<file path="src/rtl/iicq_pkg.sv">
`timescale 1ns/1ps
// Shared types for the I2C command queue engine.
// Assumes: command word fields sit at fixed bit positions that software relies on.
package iicq_pkg;
    localparam int CMD_W  = 11;
    localparam int BYTE_W = 8;

    // Command word: restart-before at bit 10, stop-after at bit 9, read at bit 8.
    typedef struct packed {
        logic              restart;
        logic              stop;
        logic              rd;
        logic [BYTE_W-1:0] data;
    } cmd_t;

    // Byte-level sequencer operations.
    typedef enum logic [1:0] {
        OP_START = 2'd0,
        OP_WRITE = 2'd1,
        OP_READ  = 2'd2,
        OP_STOP  = 2'd3
    } seq_op_e;

    typedef enum logic [2:0] {
        ST_IDLE,
        ST_START,
        ST_ADDR,
        ST_DATA,
        ST_HOLD,
        ST_STOP
    } eng_state_e;
endpackage

</file>
<file path="src/rtl/iicq_fifo.sv">
`timescale 1ns/1ps
// Synchronous queue with level counter and flush.
// Assumes: a push into a full queue and a pop from an empty one are dropped;
// flush wins over push and pop in the same cycle.
module iicq_fifo #(
    parameter int W     = 11,
    parameter int DEPTH = 64
) (
    input  logic                         clk,
    input  logic                         rst_n,
    input  logic                         push,
    input  logic [W-1:0]                 din,
    input  logic                         pop,
    input  logic                         flush,
    output logic [W-1:0]                 dout,
    output logic [$clog2(DEPTH+1)-1:0]   level,
    output logic                         full,
    output logic                         empty
);
    localparam int AW = (DEPTH > 1) ? $clog2(DEPTH) : 1;
    localparam int LW = $clog2(DEPTH + 1);

    logic [W-1:0]  mem [DEPTH];
    logic [AW-1:0] wr_ptr, rd_ptr;
    logic          wr_en, rd_en;

    function automatic logic [AW-1:0] ptr_next(input logic [AW-1:0] p);
        return (p == AW'(DEPTH - 1)) ? '0 : p + 1'b1;
    endfunction

    assign full  = (level == LW'(DEPTH));
    assign empty = (level == '0);
    assign wr_en = push && !full && !flush;
    assign rd_en = pop && !empty && !flush;
    assign dout  = mem[rd_ptr];

    // Storage write, no reset needed on the data array.
    always_ff @(posedge clk) begin
        if (wr_en) mem[wr_ptr] <= din;
    end

    // Pointer and level bookkeeping.
    always_ff @(posedge clk) begin
        if (!rst_n || flush) begin
            wr_ptr <= '0;
            rd_ptr <= '0;
            level  <= '0;
        end else begin
            if (wr_en) wr_ptr <= ptr_next(wr_ptr);
            if (rd_en) rd_ptr <= ptr_next(rd_ptr);
            case ({wr_en, rd_en})
                2'b10:   level <= level + 1'b1;
                2'b01:   level <= level - 1'b1;
                default: level <= level;
            endcase
        end
    end


    level_up_chk: assert property (@(posedge clk) disable iff (!rst_n)
        (push && !full && !pop && !flush) |=> (level == $past(level) + 1'b1));

    level_dn_chk: assert property (@(posedge clk) disable iff (!rst_n)
        (pop && !empty && !push && !flush) |=> (level == $past(level) - 1'b1));

    no_overflow_chk: assert property (@(posedge clk) disable iff (!rst_n)
        (full && push && !pop && !flush) |=> (level == LW'(DEPTH)));
endmodule

</file>
<file path="src/rtl/iicq_ctrl.sv">
`timescale 1ns/1ps
// Command sequencing engine: turns queued command words into byte-level
// sequencer operations (start, address, data, stop).
// Assumes: seq_done is a one-cycle pulse answering a held seq_req; seq_nack is
// meaningful only with seq_done on a WRITE op; head is valid when tx_empty is low.
module iicq_ctrl
    import iicq_pkg::*;
(
    input  logic        clk,
    input  logic        rst_n,
    input  cmd_t        head,
    input  logic        tx_empty,
    input  logic [6:0]  tgt_addr,
    input  logic        seq_done,
    input  logic        seq_nack,
    output logic        seq_req,
    output seq_op_e     seq_op,
    output logic [7:0]  seq_wdata,
    output logic        seq_rd_nack,
    output logic        tx_pop,
    output logic        rx_push,
    output logic        tx_flush,
    output logic        busy
);
    eng_state_e state_q, state_d;
    logic       dir_q;
    logic       nack_hit;

    // Operation presented to the sequencer for each state.
    always_comb begin
        seq_req     = 1'b0;
        seq_op      = OP_START;
        seq_wdata   = '0;
        seq_rd_nack = 1'b0;
        case (state_q)
            ST_START: seq_req = 1'b1;
            ST_ADDR: begin
                seq_req   = 1'b1;
                seq_op    = OP_WRITE;
                seq_wdata = {tgt_addr, dir_q};
            end
            ST_DATA: begin
                seq_req     = 1'b1;
                seq_op      = head.rd ? OP_READ : OP_WRITE;
                seq_wdata   = head.rd ? 8'h00 : head.data;
                seq_rd_nack = head.rd && head.stop;
            end
            ST_STOP: begin
                seq_req = 1'b1;
                seq_op  = OP_STOP;
            end
            default: ;
        endcase
    end

    // NACK on the address or on a write byte aborts the transfer.
    assign nack_hit = seq_done && seq_nack &&
                      ((state_q == ST_ADDR) || (state_q == ST_DATA && !head.rd));
    assign tx_flush = nack_hit;
    assign tx_pop   = (state_q == ST_DATA) && seq_done && !nack_hit;
    assign rx_push  = (state_q == ST_DATA) && seq_done && head.rd;
    assign busy     = (state_q != ST_IDLE);

    // Next-state selection.
    always_comb begin
        state_d = state_q;
        case (state_q)
            ST_IDLE:  if (!tx_empty) state_d = ST_START;
            ST_START: if (seq_done)  state_d = ST_ADDR;
            ST_ADDR:  if (seq_done)  state_d = nack_hit ? ST_STOP : ST_DATA;
            ST_DATA:  if (seq_done)  state_d = (nack_hit || head.stop) ? ST_STOP : ST_HOLD;
            ST_HOLD: begin
                if (!tx_empty)
                    state_d = (head.restart || (head.rd != dir_q)) ? ST_START : ST_DATA;
            end
            ST_STOP:  if (seq_done)  state_d = ST_IDLE;
            default:  state_d = ST_IDLE;
        endcase
    end

    // State register and direction latched at each (repeated) start.
    always_ff @(posedge clk) begin
        if (!rst_n) begin
            state_q <= ST_IDLE;
            dir_q   <= 1'b0;
        end else begin
            state_q <= state_d;
            if (state_d == ST_START && state_q != ST_START) dir_q <= head.rd;
        end
    end


    hs_hold_chk: assert property (@(posedge clk) disable iff (!rst_n)
        (seq_req && !seq_done) |=> (seq_req && $stable(seq_op) && $stable(seq_wdata)));

    abort_stop_chk: assert property (@(posedge clk) disable iff (!rst_n)
        tx_flush |=> (seq_req && seq_op == OP_STOP));
endmodule

</file>
<file path="src/rtl/iicq_engine.sv">
`timescale 1ns/1ps
// Top of the I2C master command queue engine: transmit command queue,
// receive byte queue, sequencing engine, thresholds, status and error flags.
// Assumes: at most one push and one pop per cycle; flag set beats flag_clr.
module iicq_engine
    import iicq_pkg::*;
#(
    parameter int QDEPTH = 64,
    localparam int LW    = $clog2(QDEPTH + 1)
) (
    input  logic              clk,
    input  logic              rst_n,
    input  logic [6:0]        tgt_addr,
    input  logic              cmd_push,
    input  logic [CMD_W-1:0]  cmd_word,
    input  logic              rx_pop,
    output logic [7:0]        rx_byte,
    input  logic [LW-1:0]     tx_thresh,
    input  logic [LW-1:0]     rx_thresh,
    input  logic              flag_clr,
    output logic [5:0]        status,
    output logic [LW-1:0]     tx_level,
    output logic [LW-1:0]     rx_level,
    output logic              tx_empty_irq,
    output logic              rx_full_irq,
    output logic              tx_over,
    output logic              rx_over,
    output logic              rx_under,
    output logic              xfer_abort,
    output logic              seq_req,
    output logic [1:0]        seq_op,
    output logic [7:0]        seq_wdata,
    output logic              seq_rd_nack,
    input  logic              seq_done,
    input  logic              seq_nack,
    input  logic [7:0]        seq_rdata
);
    logic [CMD_W-1:0] head_raw;
    cmd_t             head;
    seq_op_e          op_e;
    logic tx_full, tx_empty, rx_full, rx_empty;
    logic tx_pop, tx_flush, rx_push, busy;

    assign head = cmd_t'(head_raw);

    iicq_fifo #(.W(CMD_W), .DEPTH(QDEPTH)) u_txq (
        .clk(clk), .rst_n(rst_n), .push(cmd_push), .din(cmd_word),
        .pop(tx_pop), .flush(tx_flush), .dout(head_raw), .level(tx_level),
        .full(tx_full), .empty(tx_empty)
    );

    iicq_fifo #(.W(8), .DEPTH(QDEPTH)) u_rxq (
        .clk(clk), .rst_n(rst_n), .push(rx_push), .din(seq_rdata),
        .pop(rx_pop), .flush(1'b0), .dout(rx_byte), .level(rx_level),
        .full(rx_full), .empty(rx_empty)
    );

    iicq_ctrl u_ctrl (
        .clk(clk), .rst_n(rst_n), .head(head), .tx_empty(tx_empty),
        .tgt_addr(tgt_addr), .seq_done(seq_done), .seq_nack(seq_nack),
        .seq_req(seq_req), .seq_op(op_e), .seq_wdata(seq_wdata),
        .seq_rd_nack(seq_rd_nack), .tx_pop(tx_pop), .rx_push(rx_push),
        .tx_flush(tx_flush), .busy(busy)
    );

    assign seq_op       = op_e;
    assign tx_empty_irq = (tx_level <= tx_thresh);
    assign rx_full_irq  = (rx_level > rx_thresh);
    assign status       = {busy, 1'b0, !rx_empty, tx_empty, !tx_full, busy | !tx_empty};

    // Sticky error flags; a new event wins over a clear.
    always_ff @(posedge clk) begin
        if (!rst_n) begin
            tx_over    <= 1'b0;
            rx_over    <= 1'b0;
            rx_under   <= 1'b0;
            xfer_abort <= 1'b0;
        end else begin
            tx_over    <= (tx_over    && !flag_clr) || (cmd_push && tx_full);
            rx_over    <= (rx_over    && !flag_clr) || (rx_push && rx_full);
            rx_under   <= (rx_under   && !flag_clr) || (rx_pop && rx_empty);
            xfer_abort <= (xfer_abort && !flag_clr) || tx_flush;
        end
    end


    tx_over_src_chk: assert property (@(posedge clk) disable iff (!rst_n)
        $rose(tx_over) |-> $past(cmd_push && tx_full));

    rx_under_src_chk: assert property (@(posedge clk) disable iff (!rst_n)
        $rose(rx_under) |-> $past(rx_pop && rx_empty));

    flush_empty_chk: assert property (@(posedge clk) disable iff (!rst_n)
        $rose(xfer_abort) |-> (tx_level == '0));
endmodule

</file>
<file path="config.mk">
export PLATFORM = sky130hd
export DESIGN_NAME = iicq_engine
export DESIGN_NICKNAME = d
export VERILOG_FILES = /design/src/rtl/iicq_pkg.sv /design/src/rtl/iicq_fifo.sv /design/src/rtl/iicq_ctrl.sv /design/src/rtl/iicq_engine.sv
export SDC_FILE = /design/constraint.sdc
export NUM_CORES = 1
export LEC_CHECK = 0
export BUFFER_PORTS_ARGS = -buffer_cell sky130_fd_sc_hd__buf_2
export CAP_MARGIN = 20
export CORE_ASPECT_RATIO = 2
export CORE_MARGIN = 5
export CORE_UTILIZATION = 55
export DETAILED_ROUTE_END_ITERATION = 10
export PLACE_DENSITY_LB_ADDON = 0.3
export SYNTH_ARGS = -nofsm -noshare
export SYNTH_HDL_FRONTEND = slang
export SYNTH_HIERARCHICAL = 1
export SYNTH_SLANG_ARGS = --single-unit
export TNS_END_PERCENT = 1
</file>
<file path="constraint.sdc">
create_clock -name clk -period 6.7 [get_ports clk]
set_input_delay 0.335 -clock clk [delete_from_list [all_inputs] [get_ports clk]]
set_output_delay 0.335 -clock clk [all_outputs]
set_load 0.03 [all_outputs]
</file>
* Word level (Yosys, flattened, before mapping)
Memory sizes are Yosys's and may differ from the RTL's. A register that Yosys moved wholly into a read port is not among the register bits. Cells that the tools add are included.
Storage, ports and cells: flip-flop bits (word level) 46, bits in writable memories 1216, bits of input ports 47, output and inout bits 46, logic and storage cells 117, memories 2
Memory list:
- u_txq.mem | words 64, bits a word 11, rd ports 1, clocked after memory_dff 1, write ports 1, line iicq_fifo.sv:23 | logic [W-1:0] mem [DEPTH];
- u_rxq.mem | words 64, bits a word 8, rd ports 1, clocked after memory_dff 1, write ports 1, line iicq_fifo.sv:23
Operators by class: $add $sub $neg 8, magnitude comparators 2, eq/ne operators 18, multiplexer cells 30, bitwise gates (word level) 1, reductions and logical operators 44
Operators with widths (count):
- $mux W6 | 8
- $pmux W7 S2 | 2
- $add A6 B1 Y6 const B | 4
- $eq A6 B6 Y1 const B | 4
- $logic_and A1 B1 Y1 | 21
- $mux W3 | 7
- $pmux W3 S6 | 1
- $pmux W8 S2 | 1
- $add A7 B1 Y7 const B | 2
- $eq A7 B7 Y1 const B | 2
- $logic_not A7 Y1 | 2
- $sub A7 B1 Y7 const B | 2
- $logic_not A1 Y1 | 8
- $logic_or A1 B1 Y1 | 8
- $mux W8 | 1
- $gt A7 B7 Y1 | 1
- $le A7 B7 Y1 | 1
- $mux W1 | 7
- $eq A3 B1 Y1 const B | 2
- $eq A3 B2 Y1 const B | 2
- $eq A3 B3 Y1 const B | 2
- $pmux W2 S3 | 1
- $eq A2 B1 Y1 const B | 2
- $eq A2 B2 Y1 const B | 2
- other kinds (8) | 10

* Depth between registers and ports, before layout
Gate-level depths: netlist of the first run.
depth in word-level cells 10, depth in mapped cells 24, mapped depth without buffers 18

* Hierarchy
Netlist of the first run, hierarchy kept.
Modules (own cells, without submodules):
- iicq_fifo at u_txq | instances 1, cells an instance 1417, area each 28761.3 µm², sequential area each 21640.8 µm²
- iicq_fifo at u_rxq | instances 1, cells an instance 1082, area each 21246.6 µm², sequential area each 15875.2 µm²
- iicq_engine | instances 1, cells an instance 68, area each 514.2 µm², sequential area each 80.1 µm²
- iicq_ctrl | instances 1, cells an instance 75, area each 479.2 µm², sequential area each 80.1 µm²

* Least setup slack after synthesis of the first run
OpenSTA, ideal clock, no wires.
path kind register -> register, start register with a tool-made name, end register u_rxq.level[4], arrival 4.563 ns, required time 6.630 ns, slack 2.067 ns, cell stages (with the launch flop) 25, path buffers 7, period minus slack after synthesis 4.633 ns, cells stage by stage dfxtp_1 buf_6 buf_6 buf_6 buf_6 buf_4 a211oi_1 a221oi_1 a221oi_1 nor4_1 clkbuf_1 nand2_1 nor2_1 inv_1 a311oi_2 inv_1 ha_1 buf_1 xor2_1 ha_1 a21oi_1 a31o_2 a22oi_1 or3_1 a21oi_1
RTL lines:
- to (signal assigned) | line iicq_fifo.sv:52 | 2'b10: level <= level + 1'b1;
- to (signal assigned) | line iicq_fifo.sv:53 | 2'b01: level <= level - 1'b1;
- to (signal assigned) | line iicq_fifo.sv:54 | default: level <= level;
- to (decl) | line iicq_fifo.sv:16 | output logic [$clog2(DEPTH+1)-1:0] level,

==> impl_metrics.csv, run 1 <==
group,metric,value,unit
global_routing,grt_max_degree,73,
drt,num_vias,25850,
worst_setup_path,worstSetupEndpointType,"flop",
synth,yosysSeqAreaShare,73.87,%
place,routabilityCongestion,0.8775,
sta,hold_viol,0,
worst_hold_path,hold_path.class,"in2reg",
clock_tree,tritoncts,"done",
synth,async_flop_share,0,%
sta,maxClockFrequency,161.6,MHz
sta,worst_clock_skew,30.13,ps
worst_setup_path,rrSetupSlack,510,ps
finish,antennaDiodeCount,0,
worst_setup_path,worstPathMaxFanout,54,
worst_setup_path,timing.critical_path.cells,"mux4_2, mux2i_1, o21ai_0, nor2_1, nor4_2, nand2_1, nor2_1, inv_1, a311oi_2, and2b_1, nand3_1, nor2_1",
drt,highest-signal-layer,"met4",
finish,final_layout_size_suffix_gt1_share,24.37,%
place,placement.cell_area,52710,sq um
drt,drt_iter0_drc,2910,
global_routing,wire_length_of_the_first_global_routing_pass,169600,um
place,detailed_placement_hpwl,68490,um
finish,layout_net_count,2859,
synth,synth-main-ff-cell,"sky130_fd_sc_hd__edfxtp_1",
die,placementRows,158,
drt,wire_length_on_met3,10170,um
worst_setup_path,worstPathArrival,6510,ps
place,count_of_input_and_output_buffers,91,
die,fp.coreArea,92320,sq um
global_routing,grt_pass1_vias,25850,
synth,post-synth-top-count-cell,"sky130_fd_sc_hd__edfxtp_1",
outcome,run_status,"finished, final reports clean",
worst_setup_path,slowest_stage,"sky130_fd_sc_hd__dfxtp_4",
die,die_area,99290,sq um
synth,post_synth_num_cell_types,74,
sta,min_period_over_period,92.36,%
drt,met1Wirelength,44840,um
sta,final_period_demand_of_the_worst_path,6188,ps
sta,relSlewSlack,26.05,%
clock_tree,postCtsSetupRepairBufs,0,
worst_setup_path,worst_setup_path_start_kind,"flop",
finish,fin_cells,4076,
clock_tree,clkSlewWorstSetupHoldPaths,70,ps
clock_tree,numCtsBuffers,102,
global_routing,globalRouteTotalUtil,22.95,%
sta,unrepaired_setup_endpoints_after_global_routing,"no",
drt,routed_wire_length_on_met2,55680,um
pwr,fin_total_pwr,15.25,mW
worst_setup_path,timing_worst_setup_path_type,"reg2reg",
clock_tree,worstSkewPairLatency,710,ps
synth,syn_area,51000,sq um
drt,drcViolationCount,0,
finish,stdcell_area,56280,sq um
drt,drt-vias-per-instance,6.341,
drt,wl,113400,um
pwr,cellPowerDensity,270.9,nW/um^2
synth,area_share_of_the_largest_cell_type_after_synthesis,71.60,%
synth,synthTopCellsByCount,"sky130_fd_sc_hd__edfxtp_1 (1216), sky130_fd_sc_hd__mux4_2 (275), sky130_fd_sc_hd__nor2_1 (206), sky130_fd_sc_hd__mux2i_1 (96), sky130_fd_sc_hd__nand2_1 (65)",
die,die_width,225.3,um
die,die_h,440.7,um
synth,yosysTopAreaCell,"sky130_fd_sc_hd__edfxtp_1",
synth,synth_edf_count,1216,
drt,routedWlPerCell,27.82,um
synth,synth.ff_latch_count,1274,
finish,fillCellCount,6397,
worst_setup_path,cell_seen_most_often_among_critical_path_stages,"sky130_fd_sc_hd__nor2_1",
worst_setup_path,cp_top_family,"simple AND/OR/NAND/NOR gates",
sta,totalNegativeSetupSlack,0,ps
worst_setup_path,cp_slowest_stage_delay,960,ps
place,number_of_cells_in_the_design_after_placement,3870,
finish,finish.utilization,60.96,%
clock_tree,clock_tree.root_cell,"sky130_fd_sc_hd__clkbuf_16",
clock_tree,cts_htree_levels,3,
worst_hold_path,hold-path-cell-count,4,
worst_setup_path,timing.reg2reg.worst_path_depth,12,
global_routing,grt.overflow.total,0,
die,floorplan.initialDensity,55.24,%
worst_setup_path,cp.buffers_inverters,1,
synth,synth-warning-count,6,
clock_tree,clock_tree_buf_depth,3,
clock_tree,cts_sinks,1274,
job,maxCapViolCount,0,
drt,drt.antenna.violating_nets,0,
pwr,p_leak,17.20,nW
worst_hold_path,holdCritStartpoint,"flag_clr",
pwr,worst_vdd_drop,0.2648,mV
synth,syn_area_per_cell,19.30,sq um
worst_setup_path,cp.required,7020,ps
worst_setup_path,crit-reg2reg-capture,"u_rxq/mem[35][3]",
die,boundaryPins,93,
sta,final_max_slew_viol_count,0,
sta,worstMarginPinSlew,1105,ps
finish,area_delta_synth_final,10.36,%
global_routing,number_of_antenna_violations_at_the_first_check_in_global_routing,0,
sta,report.final.setup_viol,0,
sta,worst_hold_slack,86.90,ps
place,pre_cts_slack,639.3,ps
synth,syn-instance-count,2642,
synth,synth_top_cells_by_area,"sky130_fd_sc_hd__edfxtp_1 (72%), sky130_fd_sc_hd__mux4_2 (12%), sky130_fd_sc_hd__dfxtp_1 (2.3%)",
drt,drt_pre_antenna_iters,5,
worst_hold_path,timing.hold.worst_endpoint,"xfer_abort",
sta,final_critical_path_setup_slack,511.7,ps
[worst max path at each step]
| stage | startpoint | end | slack, ps | depth (start not counted) |
|---|---|---|---|---|
| after global placement | flop | u_rxq/mem[35][2] | 740 | 12 |
| after detailed placement | flop | u_rxq/mem[3][1] | 640 | 12 |
| after global routing | flop | u_rxq/mem[35][3] | 170 | 12 |
| final | flop | u_rxq/mem[35][3] | 510 | 12 |
| after floorplan | flop | u_rxq/level[4] | 2070 | 24 |
| after CTS | flop | u_rxq/mem[35][3] | 590 | 12 |
[cell usage in the layout, fill, tap and decap left out, types with 46 or more instances in the layout]
master and count:
sky130_fd_sc_hd__nand2_1 65, sky130_fd_sc_hd__buf_2 91, sky130_fd_sc_hd__a21oi_1 56, sky130_fd_sc_hd__buf_4 80, sky130_fd_sc_hd__mux2i_1 96, sky130_fd_sc_hd__clkbuf_16 104, sky130_fd_sc_hd__nor2b_1 49, sky130_fd_sc_hd__dfxtp_1 50
sky130_fd_sc_hd__edfxtp_1 1216, sky130_fd_sc_hd__nor2_1 206, sky130_fd_sc_hd__mux4_2 275, sky130_fd_sc_hd__o21ai_0 46
[cell families (layout without fill, tap and decap cells)]
group                      after synthesis  count (layout)  share of synthesized area (%)
DFF                                   1274            1274                          73.87
AOI/OAI and AO/OA                      263             263                          3.513
buffers and inverters                  181             410                          2.068
muxes                                  417             417                          15.16
xor gates and xnor gates                26              26                         0.4465
other                                    1               6                       0.007353
and+or+nand+nor                        456             456                          4.342
adders and majority gates               24              24                         0.5888
[layer usage]
layer | vias up | track usage [%]
met5 | - | 0
met4 | 0 | 5.988
met3 | 183 | 4.768
met2 | 1275 | 36.78
met1 | 13390 | 32.83
li1 | 11000 | -
[final cells by class]
type,instances,area (sq um),area share (%)
Clock buffer,118,2675,4.753
Clock inverter,74,754.5,1.341
Sequential cell,1274,37700,66.99
Tap cell,1200,1501,2.668
Multi-Input combinational cell,1192,12300,21.85
Inverter,35,131.4,0.2334
Timing Repair Buffer,183,1221,2.170
[registers in the layout, indices dropped and copies added (netlist names), named ones only]
register and count:
u_txq/mem 704, u_rxq/mem 512, u_rxq/level 7, u_txq/level 7, u_rxq/rd_ptr 6, u_rxq/wr_ptr 6
u_txq/rd_ptr 6, u_txq/wr_ptr 6, u_ctrl/state_q 3, rx_over 1, rx_under 1, tx_over 1
u_ctrl/dir_q 1, xfer_abort 1
[worst min-delay path: stages]
cell	delay, ps
sky130_fd_sc_hd__buf_2	70
sky130_fd_sc_hd__inv_1	120
sky130_fd_sc_hd__a21oi_1	160
sky130_fd_sc_hd__nor2b_1	50
[report_power, final]
group	switching (mW)	leakage (nW)	internal, mW
Sequential	0.0276	11.4	8.72
Clock	2.84	1.61	3.30
Combinational	0.270	4.18	0.0918
Total	3.14	17.2	12.1
[timing repair]
item | in CTS | in global routing
endpoints found under the setup margin | 0 | 0
hold buffers | 3 | 1
resized for setup | 0 | 0
endpoints found under the hold margin | 7 | 12
(Power assumes the default switching activity.)
==> run 2, diff against run 1 <==
SYNTH_HIERARCHICAL = default   (was 1)
==> run 2 against run 1 <==
  * Die area shrank 1.6%
  * Clock skew grew 4.7 ps
  * Count of clock-buffer cells in the layout grew 10
  * Combinational power shrank 7.2%
  * Clock power grew 3.9%
  * Sequential power is essentially flat
  * Sequential share of layout area grew 0.38 points
  * Synthesized area shrank 1.7%
  * Sequential cell count is the same
  * Largest power group unchanged
  * Highest routed layer unchanged
==> impl_metrics.csv, run 2 <==
group,metric,value,unit
pwr,cellPowerDensity,276.3,nW/um^2
finish,most_common_cell_after_layout_fill_and_taps_aside,"sky130_fd_sc_hd__edfxtp_1",
place,placement.cell_area,52180,sq um
worst_setup_path,cp.buffers_inverters,3,
synth,synth_simple_gate_area_share,3.054,%
synth,async_flop_share,0,%
finish,mostFrequentLayoutCells,"sky130_fd_sc_hd__edfxtp_1 (1216), sky130_fd_sc_hd__mux4_2 (391), sky130_fd_sc_hd__nor2_1 (161), sky130_fd_sc_hd__clkbuf_16 (104), sky130_fd_sc_hd__buf_2 (91)",
sta,final_max_slew_viol_count,0,
worst_setup_path,cp_slowest_stage_delay,820,ps
synth,syn_area,50150,sq um
drt,wl,115500,um
synth,post-synth-top-count-cell,"sky130_fd_sc_hd__edfxtp_1",
die,die_width,223.5,um
finish,regMostFlops,"u_txq.mem",
finish,area_delta_synth_final,11.59,%
die,floorplan.initialDensity,55.37,%
synth,synth_top_family_by_area,"multiplexers",
clock_tree,tritoncts,"done",
synth,synth-main-ff-cell,"sky130_fd_sc_hd__edfxtp_1",
place,pre_cts_slack,943.2,ps
sta,final_critical_path_setup_slack,890.9,ps
worst_setup_path,cp.required,7340,ps
die,boundaryPins,93,
global_routing,globalRouteTotalUtil,23.82,%
sta,worst_clock_skew,34.84,ps
global_routing,number_of_antenna_violations_at_the_first_check_in_global_routing,1,
sta,relSlewSlack,25.63,%
worst_setup_path,worstSetupEndpointType,"flop",
worst_setup_path,timing_worst_setup_path_type,"reg2reg",
drt,drcViolationCount,0,
worst_setup_path,worst_setup_path_start_kind,"flop",
worst_setup_path,critical_path.endpoint,"u_rxq.level[6]",
place,number_of_cells_in_the_design_after_placement,3562,
drt,drt.antenna.violating_nets,0,
drt,drt-vias-per-instance,6.288,
finish,stdcell_area,55960,sq um
synth,xor_xnor_portion_of_the_synthesized_cell_area,0.3842,%
place,count_of_input_and_output_buffers,91,
job,maxCapViolCount,0,
place,detailed_placement_hpwl,77290,um
synth,area_share_of_the_largest_cell_type_after_synthesis,72.81,%
worst_setup_path,rrSetupSlack,890,ps
pwr,worst_vdd_drop,0.2530,mV
sta,worstMarginPinSlew,1111,ps
synth,synth.ff_latch_count,1274,
worst_setup_path,cp.depth,17,
finish,layout_net_count,2576,
worst_setup_path,worstPathMaxFanout,26,
clock_tree,cts_repair_resize_count,0,
global_routing,grt.overflow.total,0,
drt,drt_pre_antenna_iters,5,
worst_setup_path,timing.reg2reg.worst_path_depth,17,
global_routing,grt_pass1_vias,25000,
sta,min_period_over_period,86.70,%
pwr,fin_total_pwr,15.47,mW
drt,num_vias,23760,
drt,routedWlPerCell,30.56,um
sta,totalNegativeSetupSlack,0,ps
worst_setup_path,worstPathArrival,6450,ps
synth,synthTopCellsByCount,"sky130_fd_sc_hd__edfxtp_1 (1216), sky130_fd_sc_hd__mux4_2 (391), sky130_fd_sc_hd__nor2_1 (161), sky130_fd_sc_hd__clkbuf_1 (72), sky130_fd_sc_hd__dfxtp_1 (58)",
synth,synth_compound_gate_area_share,1.357,%
synth,syn-instance-count,2346,
global_routing,wire_length_of_the_first_global_routing_pass,168800,um
die,fp.coreArea,90570,sq um
clock_tree,worstSkewPairLatency,730,ps
die,die_area,97680,sq um
worst_setup_path,slowest_stage,"sky130_fd_sc_hd__a22oi_2",
synth,syn_area_per_cell,21.38,sq um
worst_setup_path,timing.critical_path.cells,"buf_4, mux4_2, mux2i_1, a22oi_1, a22oi_2, nor2b_1, inv_2, ha_1, inv_1, fa_1, nor2b_1, o21ai_0, a21oi_1, o21ai_0, and3_1, or4_1, a21oi_1",
outcome,run_status,"finished, final reports clean",
synth,synthesis.nets,2421,
sta,report.final.setup_viol,0,
synth,synth_edf_count,1216,
finish,fin_cells,3778,
clock_tree,clock_tree.root_cell,"sky130_fd_sc_hd__clkbuf_16",
global_routing,grt_max_degree,72,
clock_tree,numCtsBuffers,103,
sta,maxClockFrequency,172.1,MHz
worst_setup_path,cp_top_family,"compound AO/OA/AOI/OAI gates",
synth,synth_top_cells_by_area,"sky130_fd_sc_hd__edfxtp_1 (73%), sky130_fd_sc_hd__mux4_2 (18%), sky130_fd_sc_hd__dfxtp_1 (2.3%)",
sta,hold_viol,0,
drt,drt_iter0_drc,2342,
place,routabilityCongestion,0.9441,
finish,reg_top3,"u_txq.mem x704, u_rxq.mem x512",
finish,largest_reg_flops,704,
clock_tree,clock_tree_buf_depth,3,
sta,unrepaired_setup_endpoints_after_global_routing,"no",
synth,yosys.area_share.adder,0.7136,%
sta,final_period_demand_of_the_worst_path,5809,ps
clock_tree,cts_sinks,1274,
clock_tree,postCtsSetupRepairBufs,0,
synth,yosysTopAreaCell,"sky130_fd_sc_hd__edfxtp_1",
die,die_h,437.0,um
worst_setup_path,crit-reg2reg-capture,"u_rxq.level[6]",
clock_tree,clkSlewWorstSetupHoldPaths,70,ps
pwr,p_leak,17.09,nW
synth,synth-warning-count,0,
finish,final_layout_size_suffix_gt1_share,29.67,%
die,placementRows,156,
clock_tree,cts_htree_levels,3,
synth,fraction_of_synthesized_area_in_multiplexers,17.88,%
synth,post_synth_num_cell_types,63,
synth,yosysSeqAreaShare,75.13,%
worst_hold_path,hold_path.class,"in2reg",
[run 2: layout make-up]
| class | instances | area (sq um) |
|---|---|---|
| fill | 6168 | 34600 |
| clock inverter | 68 | 840.8 |
| sequential | 1274 | 37700 |
| antenna | 1 | 2.502 |
| inverter | 42 | 157.7 |
| timing repair buffer | 187 | 1260 |
| multi-input combinational | 893 | 11770 |
| tap | 1185 | 1483 |
| clock buffer | 128 | 2753 |
[run 2: through the flow]
step	hold slack, ps	util (%)
floorplan	433.9	-
global placement	488.2	57.42
detailed placement	478.1	57.62
CTS	22.19	61.63
global route	86.68	61.79
finish	84.93	61.79
[run 2: metal layers]
layer	up-vias	wire length (um)	track usage (%)
met3	261	6185	3.472
met2	940	65200	44.72
met1	12500	36420	25.31
met4	0	7656	13.34
met5	-	0	0
li1	10050	-	-
[run 2: how the worst min path moves through the flow]
| stage | start | end | cells past startpoint |
|---|---|---|---|
| finish | seq_nack | u_ctrl.state_q[2] | 3 |
| global route | seq_nack | xfer_abort | 3 |
| CTS | seq_nack | xfer_abort | 3 |
| detailed placement | xfer_abort | xfer_abort | 2 |
| global placement | xfer_abort | xfer_abort | 2 |
| floorplan | seq_rdata[0] | u_rxq.mem[0][0] | 0 |
[run 2: repair_timing]
| item | in CTS | in global routing |
|---|---|---|
| hold endpoints to repair | 7 | 0 |
| hold buffers | 4 | 0 |
| setup endpoints to repair | 0 | 0 |
[run 2: cell families after synthesis]
logic type	after synthesis
AO/OA/AOI/OAI	103
XOR/XNOR	22
adder cells (fa/ha/maj)	28
buffers and inverters	179
flip-flops	1274
multiplexers	407
other	1
AND/OR/NAND/NOR	332
[run 2: worst min-delay path, delay by kind of cell]
kind / cells / cell delay (ps)
buffers and inverters: 1 / 180
AO/OA/AOI/OAI: 2 / 240
[run 2: where the power goes]
group	switching [mW]	internal [mW]	total, mW	leakage (nW)
sequential	0.0203	8.72	8.74	11.4
clock	2.81	3.58	6.38	1.73
combinational	0.256	0.0805	0.336	3.95
